<file path="src/rtl/txf_pkg.sv">
`timescale 1ns/1ps
package txf_pkg;

   localparam int BYTE_W = 8;
   localparam int CRC_W  = 16;

   localparam logic [BYTE_W-1:0] TXF_PRE_BYTE = 8'h00;

   typedef enum logic [3:0] {
      ST_IDLE,
      ST_HDR,
      ST_LEN,
      ST_CHK,
      ST_PRE,
      ST_SFD,
      ST_PLEN,
      ST_DATA,
      ST_FCS_LO,
      ST_FCS_HI,
      ST_DRAIN
   } txf_state_e;

endpackage

</file>
<file path="src/rtl/txf_crc16.sv">
`timescale 1ns/1ps
module txf_crc16 import txf_pkg::*; #(
   parameter logic [CRC_W-1:0] POLY      = 16'h1021,
   parameter logic [CRC_W-1:0] INIT      = 16'h0000,
   parameter bit               LSB_FIRST = 1'b1
) (
   input  logic              clk,
   input  logic              rst_n,
   input  logic              clear,
   input  logic              upd,
   input  logic [BYTE_W-1:0] din,
   output logic [CRC_W-1:0]  crc
);

   function automatic logic [CRC_W-1:0] rev_poly(input logic [CRC_W-1:0] v);
      logic [CRC_W-1:0] r;
      for (int i = 0; i < CRC_W; i++) r[i] = v[CRC_W-1-i];
      return r;
   endfunction

   localparam logic [CRC_W-1:0] POLY_R = rev_poly(POLY);

   logic [CRC_W-1:0] crc_q;
   logic [CRC_W-1:0] crc_nxt;

   generate
      if (LSB_FIRST) begin : g_lsb
         always_comb begin
            crc_nxt = crc_q;
            for (int i = 0; i < BYTE_W; i++) begin
               logic fb;
               fb      = crc_nxt[0] ^ din[i];
               crc_nxt = crc_nxt >> 1;
               if (fb) crc_nxt = crc_nxt ^ POLY_R;
            end
         end
      end else begin : g_msb
         always_comb begin
            crc_nxt = crc_q;
            for (int i = 0; i < BYTE_W; i++) begin
               logic fb;
               fb      = crc_nxt[CRC_W-1] ^ din[BYTE_W-1-i];
               crc_nxt = crc_nxt << 1;
               if (fb) crc_nxt = crc_nxt ^ POLY;
            end
         end
      end
   endgenerate

   always_ff @(posedge clk or negedge rst_n) begin
      if (!rst_n)     crc_q <= INIT;
      else if (clear) crc_q <= INIT;
      else if (upd)   crc_q <= crc_nxt;
   end

   assign crc = crc_q;

   assert_clear_wins_R5: assert property (@(posedge clk) disable iff (!rst_n)
      clear |=> (crc == INIT));

endmodule

</file>
<file path="src/rtl/txf_byte_fifo.sv">
`timescale 1ns/1ps
module txf_byte_fifo #(
   parameter int W     = 8,
   parameter int DEPTH = 4
) (
   input  logic                       clk,
   input  logic                       rst_n,
   input  logic                       push,
   input  logic [W-1:0]               din,
   input  logic                       pop,
   output logic [W-1:0]               dout,
   output logic                       empty,
   output logic                       full,
   output logic [$clog2(DEPTH+1)-1:0] level
);

   localparam int PTR_W = $clog2(DEPTH);
   localparam int LVL_W = $clog2(DEPTH+1);

   initial begin
      assert_depth_pow2_R7: assert (DEPTH >= 2 && (DEPTH & (DEPTH-1)) == 0)
         else $error("txf_byte_fifo: DEPTH must be a power of two, at least 2");
   end

   logic [W-1:0]     mem [DEPTH];
   logic [PTR_W-1:0] wp_q, rp_q;
   logic [LVL_W-1:0] cnt_q;

   always_ff @(posedge clk) begin
      if (push) mem[wp_q] <= din;
   end

   always_ff @(posedge clk or negedge rst_n) begin
      if (!rst_n) begin
         wp_q  <= '0;
         rp_q  <= '0;
         cnt_q <= '0;
      end else begin
         if (push) wp_q <= wp_q + 1'b1;
         if (pop)  rp_q <= rp_q + 1'b1;
         case ({push, pop})
            2'b10:   cnt_q <= cnt_q + 1'b1;
            2'b01:   cnt_q <= cnt_q - 1'b1;
            default: cnt_q <= cnt_q;
         endcase
      end
   end

   assign dout  = mem[rp_q];
   assign empty = (cnt_q == '0);
   assign full  = (cnt_q == LVL_W'(DEPTH));
   assign level = cnt_q;

   assert_no_overflow_R7: assert property (@(posedge clk) disable iff (!rst_n)
      push |-> !full);
   assert_no_underflow_R7: assert property (@(posedge clk) disable iff (!rst_n)
      pop |-> !empty);

endmodule

</file>
<file path="src/rtl/txf_len_check.sv">
`timescale 1ns/1ps
module txf_len_check #(
   parameter int W       = 8,
   parameter int MIN_LEN = 3,
   parameter int MAX_LEN = 125
) (
   input  logic [W-1:0] hdr_len,
   input  logic [W-1:0] frm_len,
   output logic         bad
);

   localparam logic [W-1:0] LO = W'(MIN_LEN);
   localparam logic [W-1:0] HI = W'(MAX_LEN);

   logic too_short, too_long, hdr_over;

   always_comb begin
      too_short = (frm_len < LO);
      too_long  = (frm_len > HI);
      hdr_over  = (hdr_len > frm_len);
      bad       = too_short | too_long | hdr_over;
   end

endmodule

</file>
<file path="src/rtl/txf_serializer.sv">
`timescale 1ns/1ps
module txf_serializer import txf_pkg::*; #(
   parameter int                ADDR_W        = 9,
   parameter int                PRE_LEN       = 4,
   parameter logic [BYTE_W-1:0] SFD_VAL       = 8'hA7,
   parameter int                MIN_LEN       = 3,
   parameter int                MAX_LEN       = 125,
   parameter int                FIFO_DEPTH    = 4,
   parameter logic [CRC_W-1:0]  CRC_POLY      = 16'h1021,
   parameter logic [CRC_W-1:0]  CRC_INIT      = 16'h0000,
   parameter bit                CRC_LSB_FIRST = 1'b1
) (
   input  logic              clk,
   input  logic              rst_n,
   input  logic              start,
   input  logic              fcs_en,
   output logic              rd_en,
   output logic [ADDR_W-1:0] rd_addr,
   input  logic [BYTE_W-1:0] rd_data,
   output logic              out_valid,
   input  logic              out_ready,
   output logic [BYTE_W-1:0] out_data,
   output logic              done,
   output logic              err
);

   localparam int                LVL_W     = $clog2(FIFO_DEPTH+1);
   localparam int                FCS_BYTES = CRC_W / BYTE_W;
   localparam logic [BYTE_W-1:0] PRE_LAST  = BYTE_W'(PRE_LEN - 1);
   localparam logic [BYTE_W-1:0] FCS_ADD   = BYTE_W'(FCS_BYTES);
   localparam logic [ADDR_W-1:0] HDR_ADDR  = ADDR_W'(0);
   localparam logic [ADDR_W-1:0] LEN_ADDR  = ADDR_W'(1);
   localparam logic [ADDR_W-1:0] BODY_BASE = ADDR_W'(2);

   initial begin
      assert_pre_len_R2: assert (PRE_LEN >= 1 && PRE_LEN <= 255)
         else $error("txf_serializer: PRE_LEN out of range");
      assert_len_window_R9: assert (MIN_LEN >= 1 && MIN_LEN <= MAX_LEN && MAX_LEN + FCS_BYTES <= 255)
         else $error("txf_serializer: MIN_LEN/MAX_LEN inconsistent");
      assert_addr_fits_R4: assert ((1 << ADDR_W) >= MAX_LEN + 2)
         else $error("txf_serializer: ADDR_W too small for MAX_LEN");
   end

   txf_state_e        st_q, st_n;
   logic [BYTE_W-1:0] cnt_q, cnt_n;
   logic [BYTE_W-1:0] len_q, len_n;
   logic [BYTE_W-1:0] hdr_q, hdr_n;
   logic              fcs_q, fcs_n;
   logic              inf_q, inf_n;
   logic              done_q, done_n;
   logic              err_q, err_n;

   logic              push;
   logic [BYTE_W-1:0] push_d;
   logic              pop;
   logic              f_empty, f_full;
   logic [LVL_W-1:0]  f_level;
   logic [LVL_W:0]    occ;
   logic              room;
   logic              crc_clr, crc_upd;
   logic [CRC_W-1:0]  crc;
   logic              len_bad;

   txf_len_check #(
      .W       (BYTE_W),
      .MIN_LEN (MIN_LEN),
      .MAX_LEN (MAX_LEN)
   ) u_len (
      .hdr_len (hdr_q),
      .frm_len (rd_data),
      .bad     (len_bad)
   );

   txf_crc16 #(
      .POLY      (CRC_POLY),
      .INIT      (CRC_INIT),
      .LSB_FIRST (CRC_LSB_FIRST)
   ) u_crc (
      .clk   (clk),
      .rst_n (rst_n),
      .clear (crc_clr),
      .upd   (crc_upd),
      .din   (push_d),
      .crc   (crc)
   );

   txf_byte_fifo #(
      .W     (BYTE_W),
      .DEPTH (FIFO_DEPTH)
   ) u_fifo (
      .clk   (clk),
      .rst_n (rst_n),
      .push  (push),
      .din   (push_d),
      .pop   (pop),
      .dout  (out_data),
      .empty (f_empty),
      .full  (f_full),
      .level (f_level)
   );

   assign out_valid = !f_empty;
   assign pop       = out_valid && out_ready;
   assign occ       = {1'b0, f_level} + (LVL_W+1)'(inf_q);
   assign room      = (occ < (LVL_W+1)'(FIFO_DEPTH));

   always_comb begin
      st_n    = st_q;
      cnt_n   = cnt_q;
      len_n   = len_q;
      hdr_n   = hdr_q;
      fcs_n   = fcs_q;
      inf_n   = 1'b0;
      done_n  = 1'b0;
      err_n   = 1'b0;
      rd_en   = 1'b0;
      rd_addr = '0;
      push    = 1'b0;
      push_d  = '0;
      crc_clr = 1'b0;
      crc_upd = 1'b0;
      case (st_q)
         ST_IDLE: begin
            if (start) begin
               st_n    = ST_HDR;
               fcs_n   = fcs_en;
               crc_clr = 1'b1;
            end
         end
         ST_HDR: begin
            rd_en   = 1'b1;
            rd_addr = HDR_ADDR;
            st_n    = ST_LEN;
         end
         ST_LEN: begin
            rd_en   = 1'b1;
            rd_addr = LEN_ADDR;
            hdr_n   = rd_data;
            st_n    = ST_CHK;
         end
         ST_CHK: begin
            len_n = rd_data;
            cnt_n = '0;
            if (len_bad) begin
               st_n   = ST_IDLE;
               done_n = 1'b1;
               err_n  = 1'b1;
            end else begin
               st_n = ST_PRE;
            end
         end
         ST_PRE: begin
            if (room) begin
               push   = 1'b1;
               push_d = TXF_PRE_BYTE;
               if (cnt_q == PRE_LAST) begin
                  st_n  = ST_SFD;
                  cnt_n = '0;
               end else begin
                  cnt_n = cnt_q + 8'd1;
               end
            end
         end
         ST_SFD: begin
            if (room) begin
               push   = 1'b1;
               push_d = SFD_VAL;
               st_n   = ST_PLEN;
            end
         end
         ST_PLEN: begin
            if (room) begin
               push   = 1'b1;
               push_d = fcs_q ? (len_q + FCS_ADD) : len_q;
               st_n   = ST_DATA;
               cnt_n  = '0;
            end
         end
         ST_DATA: begin
            if (inf_q) begin
               push    = 1'b1;
               push_d  = rd_data;
               crc_upd = 1'b1;
            end
            if (cnt_q != len_q) begin
               if (room) begin
                  rd_en   = 1'b1;
                  rd_addr = ADDR_W'(cnt_q) + BODY_BASE;
                  cnt_n   = cnt_q + 8'd1;
                  inf_n   = 1'b1;
               end
            end else if (!inf_q) begin
               st_n = fcs_q ? ST_FCS_LO : ST_DRAIN;
            end
         end
         ST_FCS_LO: begin
            if (room) begin
               push   = 1'b1;
               push_d = crc[BYTE_W-1:0];
               st_n   = ST_FCS_HI;
            end
         end
         ST_FCS_HI: begin
            if (room) begin
               push   = 1'b1;
               push_d = crc[CRC_W-1:BYTE_W];
               st_n   = ST_DRAIN;
            end
         end
         ST_DRAIN: begin
            if (f_empty) begin
               st_n   = ST_IDLE;
               done_n = 1'b1;
            end
         end
         default: st_n = ST_IDLE;
      endcase
   end

   always_ff @(posedge clk or negedge rst_n) begin
      if (!rst_n) begin
         st_q   <= ST_IDLE;
         cnt_q  <= '0;
         len_q  <= '0;
         hdr_q  <= '0;
         fcs_q  <= 1'b0;
         inf_q  <= 1'b0;
         done_q <= 1'b0;
         err_q  <= 1'b0;
      end else begin
         st_q   <= st_n;
         cnt_q  <= cnt_n;
         len_q  <= len_n;
         hdr_q  <= hdr_n;
         fcs_q  <= fcs_n;
         inf_q  <= inf_n;
         done_q <= done_n;
         err_q  <= err_n;
      end
   end

   assign done = done_q;
   assign err  = err_q;

   assert_idle_quiet_R1: assert property (@(posedge clk) disable iff (!rst_n)
      (st_q == ST_IDLE) |-> (!out_valid && !rd_en));
   assert_hold_R7: assert property (@(posedge clk) disable iff (!rst_n)
      (out_valid && !out_ready) |=> (out_valid && $stable(out_data)));
   assert_start_ignored_R8: assert property (@(posedge clk) disable iff (!rst_n)
      (start && st_q != ST_IDLE) |=> (st_q != ST_HDR));
   assert_err_with_done_R9: assert property (@(posedge clk) disable iff (!rst_n)
      err |-> done);
   assert_done_pulse_R11: assert property (@(posedge clk) disable iff (!rst_n)
      done |=> !done);

endmodule

</file>
<file path="config.mk">
export PLATFORM = sky130hd
export DESIGN_NAME = txf_serializer
export DESIGN_NICKNAME = d
export VERILOG_FILES = /design/src/rtl/txf_pkg.sv /design/src/rtl/txf_crc16.sv /design/src/rtl/txf_byte_fifo.sv /design/src/rtl/txf_len_check.sv /design/src/rtl/txf_serializer.sv
export SDC_FILE = /design/constraint.sdc
export NUM_CORES = 1
export LEC_CHECK = 0
export BUFFER_PORTS_ARGS = -buffer_cell sky130_fd_sc_hd__buf_2
export CORE_UTILIZATION = 36
export DETAILED_ROUTE_END_ITERATION = 6
export PLACE_DENSITY = 0.57
export SETUP_SLACK_MARGIN = 0.15
export SYNTH_ARGS = -nofsm -noshare
export SYNTH_HDL_FRONTEND = slang
export SYNTH_HIERARCHICAL = 1
export SYNTH_SLANG_ARGS = --single-unit
</file>
<file path="constraint.sdc">
create_clock -name clk -period 2.6 [get_ports clk]
set_input_delay 0.13 -clock clk [delete_from_list [all_inputs] [get_ports clk]]
set_output_delay 0.13 -clock clk [all_outputs]
set_load 0.05 [all_outputs]
</file>
==> flow_summary.json <==
{
  "outcome": "finished clean",
  "finalPower_mw": 6.31,
  "grt_setup_unrepaired": "yes",
  "fin_skew_ns": 0.00710,
  "fin_crit_sh_pct": 92.3,
  "final_cell_count_no_fill": 674,
  "synth_area_mm2": 0.00515,
  "cpPeakStageDelay_ns": 0.46,
  "slew_headroom_pct": 41.9,
  "grt_pass1_wl_um": 18600,
  "crit_type": "register to register",
  "dieArea_mm2": 0.0148,
  "drv_slew": 0,
  "busiest_layer": "met2",
  "area_delta_synth_final_pct": 18.5,
  "via_per_inst": 5.24,
  "crit_slowest_cell": "xor3_1",
  "syn-num-nets": 457,
  "wire_per_inst_um": 17.4,
  "ant_nets": 0,
  "gr-total-overflow": 0,
  "die_h_um": 122,
  "clkTransAtPathRegs_ns": 0.07,
  "setup_viol": 0,
  "gr-usage-met3_pct": 4.03,
  "clkLatencyLatePin_ns": 0.35,
  "peakVddDrop_mv": 0.529,
  "pin_count": 34,
  "core_mm2": 0.0139,
  "drt_pass1_iterations": 4,
  "cts-buffers-inserted": 9,
  "path_cells": "nor2b_4 -> and2_2 -> a2bb2oi_2 -> o22ai_1 -> a22o_1 -> buf_4 -> xnor2_4 -> xor3_1 -> a211oi_2",
  "io_buffers": 33,
  "placed_cells": 641,
  "placed_cell_area_mm2": 0.00558,
  "fin_tns_setup_ns": 0,
  "synth_cells": 427,
  "grt_util_all_layers_pct": 16.9,
  "antenna_found_initial": 0,
  "hold_violations": 0,
  "cts_sinks": 87,
  "yosysWarnings": 6,
  "place_hpwl_um": 8370,
  "cts_max_level": 3,
  "clock_path_buffers": 2,
  "avgSynthCellArea_um2": 12.1,
  "cp_max_fo": 7,
  "worst_ep_required_time_ns": 2.86,
  "use_met2_pct": 25.9,
  "tightest_slew_ns": 0.871,
  "drtIter0Drc": 188,
  "initial_core_util_pct": 36.9,
  "drc_errors": 0,
  "cp-end-kind": "register",
  "drive_above_1_share_pct": 31.4,
  "cts_tree": "built",
  "vias": 3532,
  "grt_start_max_net_pins": 37,
  "period_minus_slack_ns": 2.40,
  "finish.instance_area_mm2": 0.00610,
  "drv_cap": 0,
  "max_freq_ghz": 0.417,
  "die_width_um": 122,
  "p_leak_nw": 2.60,
  "drt-total-wl_um": 11700,
  "use_met1_pct": 23.5,
  "cts_root_buf": "clkbuf_16",
  "final_util_pct": 43.8,
  "gp_congestion": 0.825,
  "nNetsFinal": 519,
  "grt_pass1_vias": 3371,
  "startpoint_type": "register",
  "critPathArrivalTime_ns": 2.66,
  "num_rows": 43,
  "diodes": 0,
  "hp-class": "input pin to register",
  "rrSetupSlack_ns": 0.20,
  "power.density_mw_per_mm2": 1030
}
==> sequential cells by signal, indices dropped and copies added (netlist names) <==
| name | count |
|---|---|
| hdr_q | 8 |
| done | 1 |
| u_fifo/wp_q | 2 |
| u_crc/crc | 16 |
| u_fifo/rp_q | 2 |
| fcs_q | 1 |
| cnt_q | 8 |
| u_fifo/mem | 32 |
| err | 1 |
| inf_q | 1 |
| len_q | 8 |
| st_q | 4 |
| u_fifo/level | 3 |
==> metal layers <==
metal,routed length (um),up-vias
li1,-,1695
met1,5620,1754
met2,5450,72
met3,456,11
met4,214,0
met5,0,-
==> through the flow <==
step           hold WS, ns  setup WS (ns)
2_1_floorplan       -0.166          0.155
3_3_place_gp         0.314          0.188
3_5_place_dp         0.318         0.0615
4_1_cts             0.0132          0.143
5_1_grt             0.0215          0.114
6_report            0.0169          0.201
==> placed cells by master, fill, tap and decap left out, types with 6 or more instances in the layout <==
master / count
nand3_1: 8
buf_4: 38
dfrtp_1: 53
mux2i_1: 7
o21ai_0: 8
a22o_1: 12
xnor3_1: 6
clkbuf_16: 9
nor2_1: 26
o21ai_1: 6
o22ai_1: 16
mux4_2: 8
a21oi_1: 14
nand4_1: 7
inv_1: 20
a211oi_1: 7
and2_1: 7
xnor2_1: 14
mux2_2: 17
buf_2: 33
edfxtp_1: 32
ha_1: 15
xor2_1: 19
nand2b_1: 6
nand2_1: 14
==> final timing paths <==
| kind | to | start | cells past startpoint |
|---|---|---|---|
| max in group asynchronous | len_q[0]$_DFFE_PN0P_ | rst_n | 3 |
| hold / removal | fcs_q$_DFFE_PN0P_ | fcs_en | 2 |
| setup / recovery | u_crc/crc[8]$_DFFE_PN0P_ | st_q[3]$_DFFE_PN0P_ | 9 |
| hold reg to reg | hdr_q[0]$_DFFE_PN0P_ | hdr_q[0]$_DFFE_PN0P_ | 1 |
| setup reg to reg | u_crc/crc[8]$_DFFE_PN0P_ | st_q[3]$_DFFE_PN0P_ | 9 |
| min in group asynchronous | u_crc/crc[5]$_DFFE_PN0P_ | rst_n | 2 |
==> power by group <==
group	switching, mW	total (mW)	internal (mW)
clock	0.566	1.23	0.663
combinational	1.60	2.95	1.35
sequential	0.355	2.13	1.78
total	2.52	6.31	3.79
==> timing repair <==
action,4_1_cts,5_1_grt
buffers inserted,0,15
setup endpoints to repair,6,11
hold buffers,1,0
pin swaps,0,10
endpoints found under the hold margin,34,0
gates cloned,0,1
resized for setup,7,16
==> final cells by class <==
class                   instances  area [um^2]
multi-input cells             294         2660
clock buffers                  10          229
inverters                      21         78.8
clock inverters                 6         53.8
fillers                      1310         7840
flip-flops and latches         87         2340
repair buffers                 76          514
well taps                     180          225
==> critical path: cells and delay by family, from the launching register on <==
kind,cells,cell delay (ns)
flip-flops,1,0.40
AND/OR/NAND/NOR,2,0.39
buffers and inverters,1,0.17
AO/OA/AOI/OAI,4,0.73
XOR/XNOR,2,0.63
(Power assumes the default switching activity.)
